### src/rtl/rxpm_pkg.sv
package rxpm_pkg;
  localparam int unsigned DIV_W = 4;

  typedef enum logic [1:0] {
    CKO_DEFAULT = 2'b00,
    CKO_DIV2    = 2'b01,
    CKO_DIV4    = 2'b10,
    CKO_DIV8    = 2'b11
  } cko_sel_e;

  localparam logic [DIV_W-1:0] DIV_RATIO_DEFAULT = 4'd4;

  function automatic logic [DIV_W-1:0] div_ratio(input logic [1:0] sel);
    logic [DIV_W-1:0] r;
    unique case (cko_sel_e'(sel))
      CKO_DIV2: r = 4'd2;
      CKO_DIV4: r = 4'd4;
      CKO_DIV8: r = 4'd8;
      default:  r = DIV_RATIO_DEFAULT;
    endcase
    return r;
  endfunction
endpackage

### src/rtl/rxpm_sync.sv
module rxpm_sync #(
  parameter int unsigned STAGES = 2
) (
  input  logic clk,
  input  logic rst_n,
  input  logic async_i,
  output logic level_o,
  output logic rise_o
);
  logic [STAGES-1:0] chain_q;
  logic [STAGES-1:0] chain_d;
  logic              last_q;

  always_comb begin
    chain_d = {chain_q[STAGES-2:0], async_i};
  end

  always_ff @(posedge clk or negedge rst_n) begin
    if (!rst_n) begin
      chain_q <= '0;
      last_q  <= 1'b0;
    end else begin
      chain_q <= chain_d;
      last_q  <= chain_q[STAGES-1];
    end
  end

  assign level_o = chain_q[STAGES-1];
  assign rise_o  = chain_q[STAGES-1] & ~last_q;
endmodule

### src/rtl/rxpm_cal_timer.sv
module rxpm_cal_timer #(
  parameter int unsigned CAL_CYCLES = 910
) (
  input  logic clk,
  input  logic rst_n,
  input  logic req_i,
  output logic busy_o,
  output logic done_o
);
  localparam int unsigned CNT_W = $clog2(CAL_CYCLES + 1);
  localparam logic [CNT_W-1:0] CNT_END = CNT_W'(CAL_CYCLES);

  logic [CNT_W-1:0] cnt_q;
  logic [CNT_W-1:0] cnt_d;
  logic             cnt_en;
  logic             at_end;

  assign at_end = (cnt_q == CNT_END);
  assign cnt_en = ~req_i | ~at_end;

  always_comb begin
    if (!req_i) cnt_d = '0;
    else        cnt_d = cnt_q + 1'b1;
  end

  always_ff @(posedge clk or negedge rst_n) begin
    if (!rst_n)      cnt_q <= '0;
    else if (cnt_en) cnt_q <= cnt_d;
  end

  assign busy_o = req_i & ~at_end;
  assign done_o = req_i & at_end;
endmodule

### src/rtl/rxpm_clk_ctrl.sv
module rxpm_clk_ctrl
  import rxpm_pkg::*;
(
  input  logic             clk,
  input  logic             rst_n,
  input  logic             chip_lvl_i,
  input  logic             chip_rise_i,
  input  logic             stop_wr_i,
  input  logic             stop_val_i,
  input  logic             hard_off_i,
  input  logic [1:0]       sel_i,
  output logic             pll_en_o,
  output logic             out_en_o,
  output logic [DIV_W-1:0] div_o
);
  logic soft_stop_q;
  logic soft_stop_d;
  logic soft_stop_en;

  assign soft_stop_en = chip_rise_i | stop_wr_i;

  always_comb begin
    if (chip_rise_i) soft_stop_d = 1'b0;
    else             soft_stop_d = stop_val_i;
  end

  always_ff @(posedge clk or negedge rst_n) begin
    if (!rst_n)            soft_stop_q <= 1'b0;
    else if (soft_stop_en) soft_stop_q <= soft_stop_d;
  end

  assign pll_en_o = chip_lvl_i & ~soft_stop_q & ~hard_off_i;
  assign out_en_o = pll_en_o;
  assign div_o    = out_en_o ? div_ratio(sel_i) : '0;
endmodule

### src/rtl/rxpm_ctrl.sv
module rxpm_ctrl
  import rxpm_pkg::*;
#(
  parameter int unsigned CAL_CYCLES  = 910,
  parameter int unsigned SYNC_STAGES = 2
) (
  input  logic             clk,
  input  logic             rst_n,
  input  logic             chip_en_pin,
  input  logic             syn_on,
  input  logic             rx_on,
  input  logic             clkon_wr,
  input  logic             clkon_val,
  input  logic             clk_off,
  input  logic [1:0]       cko,
  output logic             syn_en,
  output logic             vco_en,
  output logic             rx_en,
  output logic             cal_busy,
  output logic             clkpll_en,
  output logic             clkout_en,
  output logic [DIV_W-1:0] clk_div
);
  logic rst_meta_q;
  logic rst_sync_q;
  logic chip_s;
  logic chip_rise;
  logic syn_req;
  logic rx_req;

  always_ff @(posedge clk or negedge rst_n) begin
    if (!rst_n) begin
      rst_meta_q <= 1'b0;
      rst_sync_q <= 1'b0;
    end else begin
      rst_meta_q <= 1'b1;
      rst_sync_q <= rst_meta_q;
    end
  end

  rxpm_sync #(.STAGES(SYNC_STAGES)) u_sync (
    .clk     (clk),
    .rst_n   (rst_sync_q),
    .async_i (chip_en_pin),
    .level_o (chip_s),
    .rise_o  (chip_rise)
  );

  assign syn_req = chip_s & syn_on;
  assign rx_req  = syn_req & rx_on;

  rxpm_cal_timer #(.CAL_CYCLES(CAL_CYCLES)) u_cal (
    .clk    (clk),
    .rst_n  (rst_sync_q),
    .req_i  (rx_req),
    .busy_o (cal_busy),
    .done_o (rx_en)
  );

  assign syn_en = syn_req;
  assign vco_en = syn_req;

  rxpm_clk_ctrl u_clk (
    .clk         (clk),
    .rst_n       (rst_sync_q),
    .chip_lvl_i  (chip_s),
    .chip_rise_i (chip_rise),
    .stop_wr_i   (clkon_wr),
    .stop_val_i  (clkon_val),
    .hard_off_i  (clk_off),
    .sel_i       (cko),
    .pll_en_o    (clkpll_en),
    .out_en_o    (clkout_en),
    .div_o       (clk_div)
  );
endmodule


### config.mk
export PLATFORM = sky130hd
export DESIGN_NAME = rxpm_ctrl
export DESIGN_NICKNAME = d
export VERILOG_FILES = /design/src/rtl/rxpm_pkg.sv /design/src/rtl/rxpm_sync.sv /design/src/rtl/rxpm_cal_timer.sv /design/src/rtl/rxpm_clk_ctrl.sv /design/src/rtl/rxpm_ctrl.sv
export SDC_FILE = /design/constraint.sdc
export NUM_CORES = 1
export LEC_CHECK = 0
export BUFFER_PORTS_ARGS = -buffer_cell sky130_fd_sc_hd__clkbuf_2
export CAP_MARGIN = 20
export CORE_MARGIN = 4
export CORE_UTILIZATION = 54
export DETAILED_ROUTE_END_ITERATION = 12
export GPL_ROUTABILITY_DRIVEN = 0
export GPL_TIMING_DRIVEN = 0
export HOLD_SLACK_MARGIN = 0.1
export MAX_ROUTING_LAYER = met4
export PLACE_DENSITY = 0.92
export SYNTH_ARGS = -nofsm -noshare
export SYNTH_HDL_FRONTEND = slang
export SYNTH_SLANG_ARGS = --single-unit
### constraint.sdc
create_clock -name clk -period 3.6 [get_ports clk]
set_input_delay 0.18 -clock clk [delete_from_list [all_inputs] [get_ports clk]]
set_output_delay 0.18 -clock clk [all_outputs]
set_load 0.005 [all_outputs]
==> impl_metrics.toml, run 1 <==
[logic_synthesis]
yosysTopAreaCell = "dfrtp_1"
mappedNetlistArea_um2 = 793
synth_area_leaders = "dfrtp_1 (50%), or3_1 (3.9%), nand4bb_4 (3.5%)"
synth.top_cell.area_share = 0.505
synth_nets = 88
ys.flop_type = "dfrtp_1"
postSynth.asyncResetShare = 1.00
ys_warn_count = 0
synthTopCellsByCount = "dfrtp_1 (16), nor2_1 (6), a21oi_1 (5), or3_1 (5)"
synth.most_common_cell = "dfrtp_1"
yosysSeqAreaShare = 0.505
avgSynthCellArea_um2 = 10.4
synth_edf_count = 0
synth-seq-cells = 16
synth.distinct_cells = 33
syn_inst = 76

[final_layout]
fin_cells = 115
finalInstanceArea_um2 = 958
area_growth_pct = 20.8
drive_above_1_share = 0.290
multiInputGateArea_um2 = 355
nNetsFinal = 113
final-seq-area_um2 = 400
fill_cells = 108
antenna_cells = 0

[detailed_routing]
wl_per_cell_um = 13.9
vias = 665
viasPerCell = 5.78
drt-total-wl_mm = 1.60
drc_errors = 0
drt_iter0_drc = 18
ant_nets = 0
firstDrtPassIters = 4

[sta]
fin_crit_sh = 0.546
min_period_ns = 1.97
worst_pin_slew_ns = 0.551
slew_headroom = 0.632
rsz0062_at_grt = "no"
fmax_mhz = 508
setup_viol = 0
skew_ns = 0.00252
drv_slew = 0
hold_viol_final = 0
tns_ns = 0
worst_slack_ns = 1.63

[placement]
post-place-ws_ns = 1.96
place_inst = 109
numPortBuffers = 18
placed_area_um2 = 902
dp_hpwl_mm = 1.25

[power_and_ir_drop]
power.internal_w = 0.000258
p_sw_w = 0.0000712
leakagePower_nw = 0.441
p_comb_frac = 0.069
p_clk_frac = 0.356
ir_drop_mv = 0.296
p_per_area_nw_per_um2 = 344
p_total_w = 0.000330
seq_power_share = 0.575
swShare = 0.216

[floorplanning]
io_pins = 20
start_util = 0.588
die_x_um = 46.3
core_um2 = 1350
placementRows = 13
design.die.area_um2 = 2150
fp.dieH_um = 46.3

[cts]
ctsResizeCount = 0
cts_tree = "done"
h-tree-depth = 1
clockRootBuffer = "clkbuf_4"
cts_made_buffers = 3
clk_pin_slew_ns = 0.09
hold_buffers = 2
postCtsSetupBuffers = 0
insertion_delay_ns = 0.29
cts.sink_count = 16
clockBufferDepth = 2

[run]
maxCapViolations = 0

[worst_setup_path]
worstSetupPathType = "reg2out"
cpMaxStageDelayCell = "dfrtp_1"
start_kind = "flop"
crit_arrival_ns = 1.79
cp-end-kind = "primary output"
crit_fanout = 5
required_ns = 3.42
crit_chain = "inv_1, ha_1, nand3b_1, or3_1, nor2_1, clkbuf_2"
max_stage_delay_ns = 0.44

[grt]
grt-ovfl-total = 0
grt_pass1_wl_mm = 2.64
antenna_found_initial = 0
grt_max_degree = 15
grt_usage = 0.184
grt_pass1_vias = 651

[run_status]
status = "completed"

[worst_hold_path]
hp-class = "in2reg"
==> per-layer routing <==
metal | GRT usage | vias to the layer above | part of all wire
li1 | - | 318 | -
met1 | 0.193 | 323 | 0.40
met2 | 0.308 | 17 | 0.53
met3 | 0.0469 | 7 | 0.041
met4 | 0.108 | 0 | 0.028
met5 | - | - | 0
==> flip-flops by register name (all words and copies together), names as in the netlist <==
name,flops
rst_sync_q,1
u_sync.chain_q,2
rst_meta_q,1
u_cal.cnt_q,10
u_clk.soft_stop_q,1
u_sync.last_q,1
==> cells in the final DEF, fill, tap and decap left out, types with 2 or more instances in the layout <==
cell type and instances:
o21ai_0 4, ha_1 2, nand2_1 4, a31oi_1 2
conb_1 2, a21oi_1 5, or3_1 5, nor2_1 6
buf_4 3, dfrtp_1 16, clkbuf_4 3, inv_1 3
clkbuf_2 18, nand3_1 3, dlygate4sd3_1 2
==> kinds of logic after synthesis <==
group / Yosys count / share of synthesized area
other: 2 / 0.00947
buffers and inverters: 7 / 0.0473
AND/OR/NAND/NOR: 30 / 0.243
flip-flops: 16 / 0.505
XOR/XNOR: 1 / 0.0110
multiplexers: 2 / 0.0268
adder cells (fa/ha/maj): 2 / 0.0315
AO/OA/AOI/OAI: 16 / 0.126
==> critical path, delay by kind of cell (launching register included) <==
kind / cells / cell delay, ns
buf+inv: 2 / 0.26
simple gates: 3 / 0.63
fa+ha+maj: 1 / 0.16
flops: 1 / 0.44
==> final timing paths <==
check	from	cells past startpoint	to	slack [ns]
worst max-delay path	u_cal.cnt_q[0]	6	rx_en	1.63
worst min-delay path	clkon_val	3	u_clk.soft_stop_q	0.17
worst max register to register	u_cal.cnt_q[0]	5	u_cal.cnt_q[0]	1.93
worst min register to register	rst_sync_q	0	u_cal.cnt_q[0]	0.23
max in group asynchronous	rst_sync_q	0	u_cal.cnt_q[4]	3.01
min in group asynchronous	rst_n	2	rst_sync_q	0.20
==> power groups by stage <==
stage	clock, W	sequential [W]	combinational, W
floorplan	0	0.000192	0.0000102
global placement	0	0.000193	0.0000200
detailed placement	0	0.000193	0.0000210
CTS	0.000120	0.000190	0.0000229
global route	0.000127	0.000191	0.0000251
finish	0.000117	0.000190	0.0000226
==> layout make-up <==
class	count	share of cell area
timing repair buffer	20	0.115
inverter	3	0.0117
multi-input combinational	53	0.371
sequential	16	0.418
buffer	4	0.0274
tap	15	0.0196
clock buffer	4	0.0379
==> through the flow <==
step                      hold WS, ns   util
after floorplan                -0.116      -
after global placement        -0.0340  0.668
after detailed placement      -0.0294  0.668
after CTS                       0.167  0.710
after global routing            0.174  0.710
final                           0.173  0.710
(Power assumes the default switching activity.)
==> inputs of run 2 (changes only) <==
--- a/config.mk
+++ b/config.mk
@@ -8,13 +8,13 @@
 export BUFFER_PORTS_ARGS = -buffer_cell sky130_fd_sc_hd__clkbuf_2
 export CAP_MARGIN = 20
 export CORE_MARGIN = 4
-export CORE_UTILIZATION = 54
+export CORE_UTILIZATION = 50
 export DETAILED_ROUTE_END_ITERATION = 12
 export GPL_ROUTABILITY_DRIVEN = 0
 export GPL_TIMING_DRIVEN = 0
 export HOLD_SLACK_MARGIN = 0.1
 export MAX_ROUTING_LAYER = met4
-export PLACE_DENSITY = 0.92
+export PLACE_DENSITY = 0.87
 export SYNTH_ARGS = -nofsm -noshare
 export SYNTH_HDL_FRONTEND = slang
 export SYNTH_SLANG_ARGS = --single-unit
==> constraint.sdc (replaced) <==
create_clock -name clk -period 2 [get_ports clk]
set_input_delay 0.1 -clock clk [delete_from_list [all_inputs] [get_ports clk]]
set_output_delay 0.1 -clock clk [all_outputs]
set_load 0.005 [all_outputs]
==> run 2 against run 1 <==
Against the previous run:
- worst setup slack lost 1.4 ns
- register-to-register slack got worse by 1.5 ns
- combinational power is 81% higher
- sequential power rose by 79%
- non-clock buffer count increased by 1
- count of clock-buffer cells in the layout unchanged
- total power is 79% higher
- critical endpoint unchanged
==> impl_metrics.toml, run 2 (synthesized netlist as in run 1, its figures left out) <==
[run]
maxCapViolations = 0

[detailed_routing]
drt_iter0_drc = 10
viasPerCell = 5.26
ant_nets = 0
wl_per_cell_um = 11.8
vias = 615
drc_errors = 0
drt-total-wl_mm = 1.38
firstDrtPassIters = 3

[power_and_ir_drop]
p_sw_w = 0.000123
power.internal_w = 0.000466
ir_drop_mv = 0.504
p_clk_frac = 0.352
p_per_area_nw_per_um2 = 608
seq_power_share = 0.578
p_comb_frac = 0.070
leakagePower_nw = 0.445
swShare = 0.209

[final_layout]
final_core_util = 0.644
largest_register = "u_cal.cnt_q"
antenna_cells = 0
area_growth_pct = 22.2
drive_above_1_share = 0.287
top_regs = "u_cal.cnt_q (10), u_sync.chain_q (2)"
nNetsFinal = 114
final_common_cell = "clkbuf_2"
layout_common_cells = "clkbuf_2 (18), dfrtp_1 (16), nor2_1 (6), or3_1 (5), a21oi_1 (5)"
largest_reg_flops = 10

[worst_setup_path]
critPathTopFamily = "simple AND/OR/NAND/NOR gates"
worstSetupPathType = "reg2out"
max_stage_delay_ns = 0.44
cpMaxStageDelayCell = "dfrtp_1"
required_ns = 1.90
crit_fanout = 5
start_kind = "flop"
crit_arrival_ns = 1.69
cp-end-kind = "primary output"
cp_num_buf_inv = 2
crit_chain = "inv_1, ha_1, nand3b_1, or3_1, nor2_1, clkbuf_2"

[sta]
rsz0062_at_grt = "no"
worst_slack_ns = 0.212
tns_ns = 0
fmax_mhz = 559
skew_ns = 0.00337
slew_headroom = 0.632
min_period_ns = 1.79
drv_slew = 0
hold_viol_final = 0
setup_viol = 0
worst_pin_slew_ns = 0.553
fin_crit_sh = 0.894

[grt]
grt_pass1_wl_mm = 2.39
grt_pass1_vias = 557
grt-ovfl-total = 0
grt_usage = 0.152
grt_max_degree = 15
antenna_found_initial = 0

[cts]
ctsResizeCount = 0
h-tree-depth = 1
postCtsSetupBuffers = 0
insertion_delay_ns = 0.28
hold_buffers = 3
cts.sink_count = 16
clk_pin_slew_ns = 0.09
clockBufferDepth = 2
cts_made_buffers = 3
cts_tree = "done"
clockRootBuffer = "clkbuf_4"

[floorplanning]
io_pins = 20
die_x_um = 47.8
start_util = 0.527
core_um2 = 1510
fp.dieH_um = 47.8
design.die.area_um2 = 2290
placementRows = 14

[worst_hold_path]
hp-class = "in2reg"

[run_status]
status = "completed"

[placement]
numPortBuffers = 18
dp_hpwl_mm = 1.03
post-place-ws_ns = 0.412
-- run 2: final timing paths --
path	slack, ns	cells after the start	start	endpoint
worst min-delay path	0.11	3	clkon_wr	u_clk.soft_stop_q
max in group asynchronous	1.41	0	rst_sync_q	u_sync.chain_q[1]
worst max register to register	0.40	5	u_cal.cnt_q[0]	u_cal.cnt_q[0]
min in group asynchronous	0.13	2	rst_n	rst_meta_q
worst max-delay path	0.21	6	u_cal.cnt_q[0]	rx_en
worst min register to register	0.23	0	rst_sync_q	u_cal.cnt_q[6]
-- run 2: tightest hold or removal path, delay by kind of cell --
kind | cells | cell delay [ns]
compound gates | 1 | 0.10
buf+inv | 1 | 0.08
mux | 1 | 0.06
-- run 2: metal layers --
| metal | track usage | wire (um) | vias up |
|---|---|---|---|
| li1 | - | - | 320 |
| met1 | 0.213 | 630 | 283 |
| met2 | 0.216 | 686 | 10 |
| met3 | 0.0226 | 51 | 2 |
| met4 | 0.0645 | 16 | 0 |
| met5 | - | 0 | - |
-- run 2: area by class of cell --
cell class / count / area, um2
multi-input cells: 53 / 355
repair buffers: 21 / 120
flip-flops and latches: 16 / 400
plain buffers: 4 / 26.3
inverters: 3 / 11.3
fillers: 116 / 537
well taps: 16 / 20.0
clock buffers: 4 / 36.3
-- run 2: stage by stage --
step           std cells  power (W)  area [um2]  hold WS, ns
6_report             117   0.000589         970        0.109
5_1_grt              117   0.000615         970        0.133
4_1_cts              117   0.000595         970        0.113
3_5_place_dp         110   0.000385         903       -0.111
3_3_place_gp         110   0.000383         903       -0.114
2_1_floorplan         76   0.000363         793       -0.196
-- run 2: power by group through the flow --
stage          combinational (W)  clock, W  sequential, W
2_1_floorplan          0.0000184         0       0.000345
3_3_place_gp           0.0000359         0       0.000347
3_5_place_dp           0.0000370         0       0.000348
4_1_cts                0.0000414  0.000213       0.000341
5_1_grt                0.0000471  0.000224       0.000344
6_report               0.0000410  0.000208       0.000341
